File: src/rtl/keypad_pkg.sv
package keypad_pkg;

  localparam int ROWS   = 4;
  localparam int COLS   = 3;
  localparam int CODE_W = 4;
  localparam int RIDX_W = $clog2(ROWS);

  typedef enum logic [1:0] {
    DB_IDLE = 2'd0,
    DB_PEND = 2'd1,
    DB_HELD = 2'd2,
    DB_REL  = 2'd3
  } db_state_t;

  typedef struct packed {
    logic              fn;
    logic [CODE_W-1:0] code;
  } key_t;

  localparam logic [CODE_W-1:0] CODE_STAR = 4'b0100;
  localparam logic [CODE_W-1:0] CODE_HASH = 4'b0001;

  // Map the driven row and the synchronized column pattern to a key.
  function automatic key_t key_decode(input logic [RIDX_W-1:0] r,
                                      input logic [COLS-1:0]   cols);
    key_t              k;
    logic [CODE_W-1:0] c;
    c = 4'd2;
    if (!cols[0])      c = 4'd0;
    else if (!cols[1]) c = 4'd1;
    k.fn   = 1'b0;
    k.code = '0;
    if (r != RIDX_W'(ROWS - 1)) begin
      k.code = CODE_W'(r) * 4'd3 + c + 4'd1;
    end else begin
      case (c)
        4'd0:    begin k.fn = 1'b1; k.code = CODE_STAR; end
        4'd1:    begin k.fn = 1'b0; k.code = 4'd0;      end
        default: begin k.fn = 1'b1; k.code = CODE_HASH; end
      endcase
    end
    return k;
  endfunction

endpackage

File: src/rtl/keypad_tick_gen.sv
module keypad_tick_gen #(
  parameter int DIV = 16
) (
  input  logic clk,
  input  logic rst_n,
  output logic tick
);
  localparam int CW = (DIV > 1) ? $clog2(DIV) : 1;
  localparam logic [CW-1:0] LAST = CW'(DIV - 1);

  logic [CW-1:0] cnt_q, cnt_d;
  logic          tick_q, tick_d;

  always_comb begin
    cnt_d  = (cnt_q == LAST) ? '0 : cnt_q + 1'b1;
    tick_d = (cnt_q == LAST);
  end

  always_ff @(posedge clk or negedge rst_n) begin
    if (!rst_n) begin
      cnt_q  <= '0;
      tick_q <= 1'b0;
    end else begin
      cnt_q  <= cnt_d;
      tick_q <= tick_d;
    end
  end

  assign tick = tick_q;

endmodule

File: src/rtl/keypad_col_sync.sv
module keypad_col_sync #(
  parameter int W = 3
) (
  input  logic         clk,
  input  logic         rst_n,
  input  logic [W-1:0] d_async,
  output logic [W-1:0] d_sync
);
  logic [W-1:0] s1_q, s2_q;

  // Resets to the idle (all high) level of the active-low lines.
  always_ff @(posedge clk or negedge rst_n) begin
    if (!rst_n) begin
      s1_q <= '1;
      s2_q <= '1;
    end else begin
      s1_q <= d_async;
      s2_q <= s1_q;
    end
  end

  assign d_sync = s2_q;

endmodule

File: src/rtl/keypad_row_scan.sv
module keypad_row_scan
  import keypad_pkg::*;
(
  input  logic              clk,
  input  logic              rst_n,
  input  logic              scan_tick,
  input  logic              freeze,
  output logic [RIDX_W-1:0] row_idx,
  output logic [ROWS-1:0]   row_n
);
  logic [RIDX_W-1:0] idx_q, idx_d;

  always_comb begin
    idx_d = idx_q;
    if (scan_tick && !freeze) begin
      idx_d = (idx_q == RIDX_W'(ROWS - 1)) ? '0 : idx_q + 1'b1;
    end
  end

  always_ff @(posedge clk or negedge rst_n) begin
    if (!rst_n) idx_q <= '0;
    else        idx_q <= idx_d;
  end

  // One-hot-low drive built from the index, one bit per row.
  for (genvar g = 0; g < ROWS; g++) begin : g_row
    assign row_n[g] = (idx_q != RIDX_W'(g));
  end

  assign row_idx = idx_q;

  a_r2_one_low: assert property (@(posedge clk) disable iff (!rst_n)
    $countones(~row_n) == 1);

  a_r2_rotate_order: assert property (@(posedge clk) disable iff (!rst_n)
    !$stable(row_n) |-> row_n == {$past(row_n[ROWS-2:0]), $past(row_n[ROWS-1])});

  a_r4_hold_frozen: assert property (@(posedge clk) disable iff (!rst_n)
    freeze |=> $stable(row_n));

endmodule

File: src/rtl/keypad_debounce.sv
module keypad_debounce
  import keypad_pkg::*;
(
  input  logic              clk,
  input  logic              rst_n,
  input  logic              samp_tick,
  input  logic [COLS-1:0]   cols,
  input  logic [RIDX_W-1:0] row_idx,
  output logic              busy,
  output logic              key_valid,
  output logic [CODE_W-1:0] key_code,
  output logic              key_func
);
  db_state_t         st_q, st_d;
  logic [COLS-1:0]   cap_q, cap_d;
  logic              vld_q, vld_d;
  key_t              key_q, key_d;
  logic              active;

  assign active = (cols != '1);

  always_comb begin
    st_d  = st_q;
    cap_d = cap_q;
    vld_d = 1'b0;
    key_d = key_q;
    if (samp_tick) begin
      case (st_q)
        DB_IDLE: begin
          if (active) begin
            st_d  = DB_PEND;
            cap_d = cols;
          end
        end
        DB_PEND: begin
          if (active && cols == cap_q) begin
            st_d  = DB_HELD;
            vld_d = 1'b1;
            key_d = key_decode(row_idx, cols);
          end else begin
            st_d = DB_IDLE;
          end
        end
        DB_HELD: begin
          if (!active) st_d = DB_REL;
        end
        default: begin
          st_d = active ? DB_HELD : DB_IDLE;
        end
      endcase
    end
  end

  always_ff @(posedge clk or negedge rst_n) begin
    if (!rst_n) begin
      st_q  <= DB_IDLE;
      cap_q <= '1;
      vld_q <= 1'b0;
      key_q <= '0;
    end else begin
      st_q  <= st_d;
      cap_q <= cap_d;
      vld_q <= vld_d;
      key_q <= key_d;
    end
  end

  assign busy      = (st_q != DB_IDLE);
  assign key_valid = vld_q;
  assign key_code  = key_q.code;
  assign key_func  = key_q.fn;

  a_r6_single_cycle: assert property (@(posedge clk) disable iff (!rst_n)
    key_valid |=> !key_valid);

  a_r5_two_samples: assert property (@(posedge clk) disable iff (!rst_n)
    key_valid |-> $past(st_q) == DB_PEND && $past(samp_tick));

  a_r6_code_hold: assert property (@(posedge clk) disable iff (!rst_n)
    !key_valid |-> $stable(key_code) && $stable(key_func));

  a_r7_no_repeat: assert property (@(posedge clk) disable iff (!rst_n)
    $past(st_q) == DB_HELD |-> !key_valid);

endmodule

File: src/rtl/keypad_scanner.sv
module keypad_scanner
  import keypad_pkg::*;
#(
  parameter int SCAN_DIV   = 2000,
  parameter int SAMPLE_DIV = 50000
) (
  input  logic              clk,
  input  logic              rst_n,
  input  logic [COLS-1:0]   col_n,
  output logic [ROWS-1:0]   row_n,
  output logic              key_valid,
  output logic [CODE_W-1:0] key_code,
  output logic              key_func
);
  logic              scan_tick, samp_tick;
  logic [COLS-1:0]   cols;
  logic [RIDX_W-1:0] row_idx;
  logic              busy, freeze;

  keypad_tick_gen #(.DIV(SCAN_DIV)) u_scan_tick (
    .clk(clk), .rst_n(rst_n), .tick(scan_tick));

  keypad_tick_gen #(.DIV(SAMPLE_DIV)) u_samp_tick (
    .clk(clk), .rst_n(rst_n), .tick(samp_tick));

  keypad_col_sync #(.W(COLS)) u_sync (
    .clk(clk), .rst_n(rst_n), .d_async(col_n), .d_sync(cols));

  assign freeze = busy || (cols != '1);

  keypad_row_scan u_rows (
    .clk(clk), .rst_n(rst_n), .scan_tick(scan_tick), .freeze(freeze),
    .row_idx(row_idx), .row_n(row_n));

  keypad_debounce u_db (
    .clk(clk), .rst_n(rst_n), .samp_tick(samp_tick), .cols(cols),
    .row_idx(row_idx), .busy(busy), .key_valid(key_valid),
    .key_code(key_code), .key_func(key_func));

endmodule

File: config.mk
export PLATFORM = sky130hd
export DESIGN_NAME = keypad_scanner
export DESIGN_NICKNAME = d
export VERILOG_FILES = /design/src/rtl/keypad_pkg.sv /design/src/rtl/keypad_tick_gen.sv /design/src/rtl/keypad_col_sync.sv /design/src/rtl/keypad_row_scan.sv /design/src/rtl/keypad_debounce.sv /design/src/rtl/keypad_scanner.sv
export SDC_FILE = /design/constraint.sdc
export NUM_CORES = 1
export LEC_CHECK = 0
export ABC_AREA = 1
export ABC_CLOCK_PERIOD_IN_PS = 2000
export CAP_MARGIN = 20
export CELL_PAD_IN_SITES_DETAIL_PLACEMENT = 0
export CELL_PAD_IN_SITES_GLOBAL_PLACEMENT = 1
export CORE_UTILIZATION = 40
export CTS_BUF_LIST = sky130_fd_sc_hd__clkbuf_4 sky130_fd_sc_hd__clkbuf_8
export DETAILED_ROUTE_END_ITERATION = 8
export PLACE_DENSITY_LB_ADDON = 0.1
export SYNTH_ARGS = -nofsm -noshare
export SYNTH_HDL_FRONTEND = slang
export SYNTH_SLANG_ARGS = --single-unit
File: constraint.sdc
create_clock -name clk -period 2 [get_ports clk]
set_clock_uncertainty 0.2 [all_clocks]
set_input_delay 0.3 -clock clk [delete_from_list [all_inputs] [get_ports clk]]
set_output_delay 0.3 -clock clk [all_outputs]
set_load 0.02 [all_outputs]
# Word level (Yosys, flattened, before mapping)
# Cells that the tools add are included.
# word_totals
register_bits,48
wordCells,61
# op_classes
n_addsub,5
multipliers,1
eq_ne,13
mux,19
reduce_logical,11
# ops
cell,count
$mux W4,5
$add A16 B1 Y16 const B,1
$eq A16 B16 Y1 const B,1
$mux W16,1
$mux W2,6
$add A11 B1 Y11 const B,1
$eq A11 B11 Y1 const B,1
$mux W11,1
$pmux W5 S2,1
$reduce_and A3 Y1,3
$ne A2 B2 Y1 const B,3
$pmux W2 S3,1
$add A4 B1 Y4 const B,1
$add A4 B4 Y4,1
$eq A2 B2 Y1 const B,2
$eq A4 B1 Y1 const B,1
$logic_not A4 Y1,1
$mul A2 B2 Y4 const B,1
$mux W1,4
$ne A2 B1 Y1 const B,2
$reduce_bool A2 Y1,2
$eq A3 B3 Y1,1
$ne A3 B3 Y1 const B,1
$add A2 B1 Y2 const B,1
other kinds (5),6

# Longest topological paths before layout
# Gate-level depths: netlist of the first run.
# logic_depth
depth_word,8
mapped_depth,12
depth_no_buf,12

# Modules after synthesis
# Synthesis of the first run repeated with hierarchy kept, for this count alone.
# hier_totals
hier_cells,315
area_unflattened_um2,2529.9
# modules_own_cells
mod,instances,cells_each,area_per_inst_um2,seq_area_each_um2
keypad_tick_gen (u_samp_tick),1,122,902.1,425.4
keypad_debounce,1,90,684.4,279.0
keypad_tick_gen (u_scan_tick),1,69,599.3,300.3
keypad_row_scan,1,23,165.2,50.0
keypad_col_sync,1,6,157.7,157.7
keypad_scanner,1,5,21.3,0.0

# Worst setup path before layout of the first run
# No wires, ideal clock.
# synth_timing
path_kind,register to register
from,register u_sync.s2_q[0] (netlist: u_sync.d_sync[0])
to,register u_db.key_q (netlist bit u_db.key_code[1])
t_arrival_ps,1846
slack_ps,-112
stages_incl_launch_ff,9
period_less_slack_ps,2112
path_cell_list,dfstp_2 > nand2_1 > inv_1 > fa_1 > inv_1 > fa_1 > nor2_1 > nand4_1 > nand2_1
# synth_between
elab_chain_cells,7
word_cells_on_any_way,11
cone_classes,add/sub (2); eq/ne (2); mux (5); reduce/logical (2)
# synth_lines
item,line_no,text
start: declaration,keypad_col_sync.sv:9,"logic [W-1:0] s1_q, s2_q;"
start signal: assignment,keypad_col_sync.sv:18,s2_q <= s1_q;
$mux W4,keypad_pkg.sv:29,if (!cols[0]) c = 4'd0;
$mux W4,keypad_debounce.sv:36,if (active && cols == cap_q) begin
$mux W4,keypad_debounce.sv:28,case (st_q)
$mux W4,keypad_debounce.sv:27,if (samp_tick) begin
$add A4 B4 Y4,keypad_pkg.sv:34,k.code = CODE_W'(r) * 4'd3 + c + 4'd1;
$add A4 B1 Y4,keypad_pkg.sv:34,
$mux W4,keypad_pkg.sv:33,if (r != RIDX_W'(ROWS - 1)) begin
end signal: assignment,keypad_debounce.sv:64,key_q <= key_d;
end: declaration,keypad_debounce.sv:17,"key_t key_q, key_d;"
# Parallel ways exist; a longest one is shown, timed or not. The select of a mux whose other input is x is not followed.
# A chain may end at the register's enable or synchronous reset.

# Worst setup path after layout of the first run
# Same ends and word-level chain as after synthesis.

==> out/metrics.yaml, run 1 <==
layout.cells.non_filler: 419
synth_warnings: 0
synthesis.nets: 325
antenna_cells: 0
slew_headroom: 0.7121
dr.pass1.iters: 4
tightest_slew_ns: 0.4295
irDropWorstVdd_v: 0.0002715
drv_cap: 0
synth_simple_gate_area_share: 0.3256
layout_setup_ws_ns: -0.1496
area_growth_pct: 17.02
dieArea_sq_um: 6663
fin_nets: 359
pre_cts_ws_ns: -0.1852
routedWlPerCell_um: 11.45
required_ns: 2.04
worstRegToRegCells: 8
clk_latency_ns: 0.30
cp-end-kind: "flop"
antenna_found_initial: 0
drt_wl_total_mm: 4.797
netlist.top_cell.by_area: "dfrtp_1"
synthAdderAreaFrac: 0.06019
finalMaxSlewViolations: 0
cp-start-kind: "flop"
status: "complete, but fails checks"
syn_inst: 309
critPathKind: "flop to flop"
syn_avg_cell_area_sq_um: 8.208
post_route_cells_drive_above_1_share: 0.1657
yosys-top-cells-count: "nand2_1, nor2_1, inv_1, dfrtp_1, nand3_1"
critPathArrivalTime_ns: 2.19
hold_depth: 0
fmax_mhz: 465.2
yosys.cell_count.top_type: "nand2_1"
violations: "setup timing"
grt_pass1_wl_mm: 8.280
row_count: 28
cts_tree: "built"
coreArea_sq_um: 6026
hold_slack_ns: 0.1687
die_y_um: 81.63
synth_edf_count: 0
synth_top_family_by_area: "simple AND/OR/NAND/NOR gates"
finalHoldViolations: 0
floorplan.initialDensity: 0.4209
dp_hpwl_mm: 3.639
hp-class: "flop to flop"
fin_crit_ns: 2.150
finalPower_w: 0.001668
track_usage: 0.1656
synthMuxAreaShare: 0
drc_errors: 0
htreeDepth: 2
via_per_inst: 4.647
dp.cells: 409
drtIter0Drc: 77
grt_max_degree: 49
synth_compound_area_frac: 0.02861
rsz0062_at_grt: "true"
synth-xor-area-share: 0.03453
cts_made_buffers: 5
ys_seq_elements: 48
cts-root-buf: "clkbuf_8"
synthArstFlopShare: 1.000
io_pins: 15
grt_pass1_vias: 1888
overflow: 0
yosysTopAreaCellShare: 0.3848
io_buffers: 14
clock_sinks: 48
power_density_nw_per_um2: 562.1
clk_path_buf_depth: 2
setup_violations: 3
synthFlopType: "dfrtp_1"
worst-path-max-fanout: 4
synth_area_leaders: "dfrtp_1, nand2_1, dfstp_2"
vias: 1947
leakage_nw: 1.477
ys_seq_area_frac: 0.4780
place_congestion: 0.8047
mappedNetlistArea_sq_um: 2536
final_antenna_net_count: 0
die_w_um: 81.63
synth_cell_types: 26
post-route-period-util: 1.075
cts.clk_slew.worst_paths_ns: 0.09
==> layout make-up <==
type                            instances  area, sq um
Clock inverter                          1        7.507
Clock buffer                            7        90.09
Timing Repair Buffer                   28        240.2
Multi-Input combinational cell        212         1144
Fill cell                             591         3058
Inverter                               48        180.2
Sequential cell                        48         1212
Tap cell                               75        93.84
==> what timing repair did <==
action,4_1_cts,5_1_grt
hold buffers,1,0
resized for setup,6,6
setup buffers,1,0
endpoints found under the hold margin,39,0
endpoints found under the setup margin,7,7
pin swaps,2,0
==> cell usage in the layout (no fill, tap or decap), types with 2 or more instances in the layout <==
| cell type | Yosys | routed |
|---|---|---|
| nand2_2 | 2 | 3 |
| nor2_2 | 2 | 2 |
| nor3_2 | 3 | 3 |
| nor3_4 | 2 | 2 |
| o21ai_0 | 7 | 7 |
| dfstp_2 | 9 | 9 |
| nand3_2 | 3 | 3 |
| ha_1 | 9 | 9 |
| a21oi_1 | 6 | 6 |
| inv_2 | 4 | 6 |
| clkbuf_2 | 0 | 3 |
| nand3_1 | 23 | 23 |
| nand4_1 | 14 | 14 |
| nor2_1 | 52 | 52 |
| xor2_1 | 9 | 9 |
| inv_1 | 44 | 42 |
| buf_4 | 0 | 12 |
| dfrtp_1 | 39 | 39 |
| nand2_1 | 71 | 70 |
| clkbuf_8 | 0 | 6 |
| clkdlybuf4s50_1 | 0 | 9 |
==> metal layers <==
layer	wire length, um	track usage
met1	2289	0.2024
met2	2349	0.2875
met3	115	0.03778
met4	42	0.05439
met5	0	0
==> critical path, cell delays in order, from the launching register on <==
cell and delay (ns):
dfstp_2 0.58, nand2_2 0.06, inv_2 0.06, fa_1 0.43
inv_1 0.09, fa_2 0.42, nor2_1 0.10, nand4_1 0.08
nand2_1 0.07
==> report_power, final <==
part	internal, W	leakage [nW]	switching (W)	total [W]
combinational	0.0000277	0.819	0.0000368	0.0000645
sequential	0.000981	0.610	0.00000576	0.000987
clock	0.000295	0.0479	0.000322	0.000617
total	0.00130	1.48	0.000364	0.00167
==> stage by stage <==
stage	instance area [sq um]	util	TNS (ns)
final	2968	0.4925	-0.3166
after global routing	2968	0.4925	-0.6741
after global placement	2868	0.4759	-0.2998
after floorplan	2541	-	-0.1107
after detailed placement	2868	0.4759	-0.3821
after CTS	2979	0.4944	-0.3374
==> worst paths after layout <==
check,startpoint,endpoint,slack [ns]
worst max register to register,u_sync.d_sync[0]$_DFF_PN1_,u_db.key_code[1]$_DFFE_PN0P_,-0.15
worst min-delay path,u_sync.s1_q[0]$_DFF_PN1_,u_sync.d_sync[0]$_DFF_PN1_,0.17
max in group asynchronous,rst_n,u_sync.d_sync[1]$_DFF_PN1_,1.02
worst min register to register,u_sync.s1_q[0]$_DFF_PN1_,u_sync.d_sync[0]$_DFF_PN1_,0.17
min in group asynchronous,rst_n,u_samp_tick.cnt_q[10]$_DFF_PN0_,0.31
worst max-delay path,u_sync.d_sync[0]$_DFF_PN1_,u_db.key_code[1]$_DFFE_PN0P_,-0.15
==> cell families after synthesis <==
logic type,count (synthesis)
and+or+nand+nor,177
buffers and inverters,49
DFF,48
AOI/OAI and AO/OA,14
adders and majority gates,11
xor gates and xnor gates,10
==> registers in the layout (all words and copies together) (netlist names) <==
| register | count |
|---|---|
| u_scan_tick.cnt_q | 11 |
| u_db.key_valid | 1 |
| u_db.cap_q | 3 |
| u_db.key_func | 1 |
| u_sync.d_sync | 3 |
| u_scan_tick.tick | 1 |
| u_samp_tick.tick | 1 |
| u_samp_tick.cnt_q | 16 |
| u_rows.row_idx | 2 |
| u_db.key_code | 4 |
| u_sync.s1_q | 3 |
| u_db.st_q | 2 |
No activity file was read; power rests on OpenSTA's default activity.
==> inputs of run 2 (changes only) <==
- SYNTH_HIERARCHICAL: unset -> 1
==> out/metrics.yaml, run 2 <==
tns_ns: 0  # +0.3166 ns
regMostFlops: "u_samp_tick/cnt_q"
nFillCells: 591  # unchanged
finalPower_w: 0.001623  # -2.7%
largest_reg_flops: 16  # unchanged
fmax_mhz: 500.4  # +7.6%
grt_max_degree: 30  # -39%
synth_warnings: 6  # +6
finalHoldViolations: 0  # unchanged
pwr-share-comb: 0.037  # -0.002
ys_seq_elements: 48  # unchanged
clock_sinks: 48  # unchanged
hp-class: "flop to flop"
critPathArrivalTime_ns: 2.01  # -0.18 ns
track_usage: 0.1540  # -0.01168
die_y_um: 81.53  # -0.12%
slew_headroom: 0.6946  # -0.01751
post-route-period-util: 0.9992  # -0.07561
floorplan.initialDensity: 0.4199  # -0.001038
netlist.top_cell.by_area: "dfrtp_1"
clkPwrFrac: 0.356  # -0.014
cts.clk_slew.worst_paths_ns: 0.10  # about the same
clk_latency_ns: 0.30  # about the same
cts_made_buffers: 5  # unchanged
critPathKind: "flop to flop"
layout_common_cells: "nand2_1, nor2_1, inv_1"
status: "finished, final reports clean"
rsz0062_at_grt: "true"
cts-root-buf: "clkbuf_8"
synthesis.nets: 331  # +1.8%
ys_seq_area_frac: 0.4792  # +0.001182
synth_edf_count: 0  # unchanged
die_w_um: 81.53  # -0.12%
dieArea_sq_um: 6647  # -0.23%
layout_commonest_cell: "nand2_1"
crit_buf_inv: 2  # unchanged
irDropWorstVdd_v: 0.0002431  # -10%
seqPwrFrac: 0.607  # +0.015
dpl-instance-area_sq_um: 2819  # -1.7%
dr.pass1.iters: 4  # unchanged
vias: 1872  # -3.9%
syn_inst: 315  # +1.9%
yosys.cell_count.top_type: "nand2_1"
p_int_w: 0.001246  # -4.4%
synth_cell_types: 25  # -3.8%
synthFlopType: "dfrtp_1"
post_route_cells_drive_above_1_share: 0.1503  # -0.01541
antenna_found_initial: 0  # unchanged
drt_wl_total_mm: 4.517  # -5.8%
yosys-top-cells-count: "nand2_1, nor2_1, inv_1, dfrtp_1, nand3_1"
r2r_slack_ns: 0.002  # +0.15 ns
cp_cell_sequence: "nand2_2 > inv_2 > fa_1 > ha_1 > nand2_1 > inv_2 > o21ai_2 > a21oi_1 > nand2_1 > nand2_1"
grt_pass1_wl_mm: 7.645  # -7.7%
area_growth_pct: 15.88
synthArstFlopShare: 1.000  # unchanged
tightest_slew_ns: 0.4581  # +0.02860 ns
finalInstanceArea_sq_um: 2932  # -1.2%
worst-path-max-fanout: 2  # -2
leakage_nw: 1.530  # +3.6%
antenna_cells: 0  # unchanged
drc_errors: 0  # unchanged
power_density_nw_per_um2: 553.8  # -1.5%
mappedNetlistArea_sq_um: 2530  # -0.25%
row_count: 28  # unchanged
clk_path_buf_depth: 2  # unchanged
required_ns: 2.01  # -0.03 ns
cp-start-kind: "flop"
cpMaxStageDelayCell: "dfstp_2"
htreeDepth: 2  # unchanged
critPathMaxStageDelay_ns: 0.54  # -0.04 ns
finalMaxSlewViolations: 0  # unchanged
place_congestion: 0.7432  # -7.6%
cts_tree: "built"
final_antenna_net_count: 0  # unchanged
grt_pass1_vias: 1684  # -11%
hold_slack_ns: 0.1600  # -0.008730 ns
yosysTopAreaCellShare: 0.3858  # +0.0009515
overflow: 0  # unchanged
cp-end-kind: "flop"
routedWlPerCell_um: 10.73  # -6.3%
drv_cap: 0  # unchanged
switching_share: 0.2325  # +0.01418
power_switching_w: 0.0003774  # +3.6%
via_per_inst: 4.447  # -4.3%
drtIter0Drc: 90  # +17%
final_util: 0.4865  # -0.006022
coreArea_sq_um: 6026  # unchanged
setup_violations: 0  # -3
io_pins: 15  # unchanged
io_buffers: 14  # unchanged
syn_avg_cell_area_sq_um: 8.032  # -2.1%
fin_nets: 361  # +0.56%
dp_hpwl_mm: 3.382  # -7.1%
synth_area_leaders: "dfrtp_1, nand2_1, dfstp_2"
crit_path_frequent_cell: "nand2_1"
fin_crit_ns: 1.998  # -0.1512 ns
crit_family: "adder cells"
## run 2: layer usage
layer / track usage / up-vias / wire length (um)
li1: - / 1015 / -
met3: 0.03000 / 6 / 117
met1: 0.2043 / 828 / 2270
met5: 0 / - / 0
met4: 0.05714 / 0 / 52
met2: 0.2475 / 23 / 2076
## run 2: layout make-up
cell class	count	area, sq um	share of cell area
clock inverter	3	18.77	0.006402
clock buffer	5	68.82	0.02347
tap	75	93.84	0.03201
sequential	48	1214	0.4140
timing repair buffer	23	212.7	0.07256
multi-input combinational	214	1122	0.3828
inverter	53	201.4	0.06872
## run 2: power groups by stage
stage                     registers [W]  clock network [W]   logic, W
after floorplan                 0.00100                  0  0.0000192
after global placement          0.00100                  0  0.0000616
after detailed placement        0.00100                  0  0.0000616
after CTS                      0.000985           0.000609  0.0000633
after global routing           0.000986           0.000650  0.0000701
final                          0.000985           0.000578  0.0000602
## run 2: kinds of logic after synthesis
logic type / count (synthesis) / synth area share
buffers and inverters: 53 / 0.07962
DFF: 48 / 0.4792
adders and majority gates: 11 / 0.05737
AOI/OAI and AO/OA: 15 / 0.03017
xor gates and xnor gates: 11 / 0.03808
and+or+nand+nor: 177 / 0.3155
## run 2: worst reg2reg max path: stages (launching register included)
cell,delay [ns]
dfstp_2,0.54
nand2_2,0.06
inv_2,0.05
fa_1,0.38
ha_1,0.29
nand2_1,0.08
inv_2,0.04
o21ai_2,0.09
a21oi_1,0.07
nand2_1,0.06
nand2_1,0.05
## run 2: repair_timing
action,in CTS,in global routing
resized for setup,5,2
pin swaps,1,1
endpoints found under the hold margin,14,0
buffers inserted,1,1
hold buffers,1,0
endpoints found under the setup margin,5,2
## run 2: stage by stage
stage | instances | setup WS (ns)
floorplan | 315 | -0.03593
global placement | 410 | -0.02472
detailed placement | 410 | -0.05405
CTS | 420 | -0.03414
global route | 421 | -0.1435
finish | 421 | 0.001591
## run 2: path summary, 6_finish.rpt
| check | start | to | cells past startpoint |
|---|---|---|---|
| max | u_sync/d_sync[1]$_DFF_PN1_ | u_db/key_code[3]$_DFFE_PN0P_ | 10 |
| min in group asynchronous | rst_n | u_db/st_q[1]$_DFFE_PN0P_ | 2 |
| min | u_sync/s1_q[2]$_DFF_PN1_ | u_sync/d_sync[2]$_DFF_PN1_ | 0 |
| max in group asynchronous | rst_n | u_sync/d_sync[0]$_DFF_PN1_ | 3 |
| max reg2reg | u_sync/d_sync[1]$_DFF_PN1_ | u_db/key_code[3]$_DFFE_PN0P_ | 10 |
| min reg2reg | u_sync/s1_q[2]$_DFF_PN1_ | u_sync/d_sync[2]$_DFF_PN1_ | 0 |
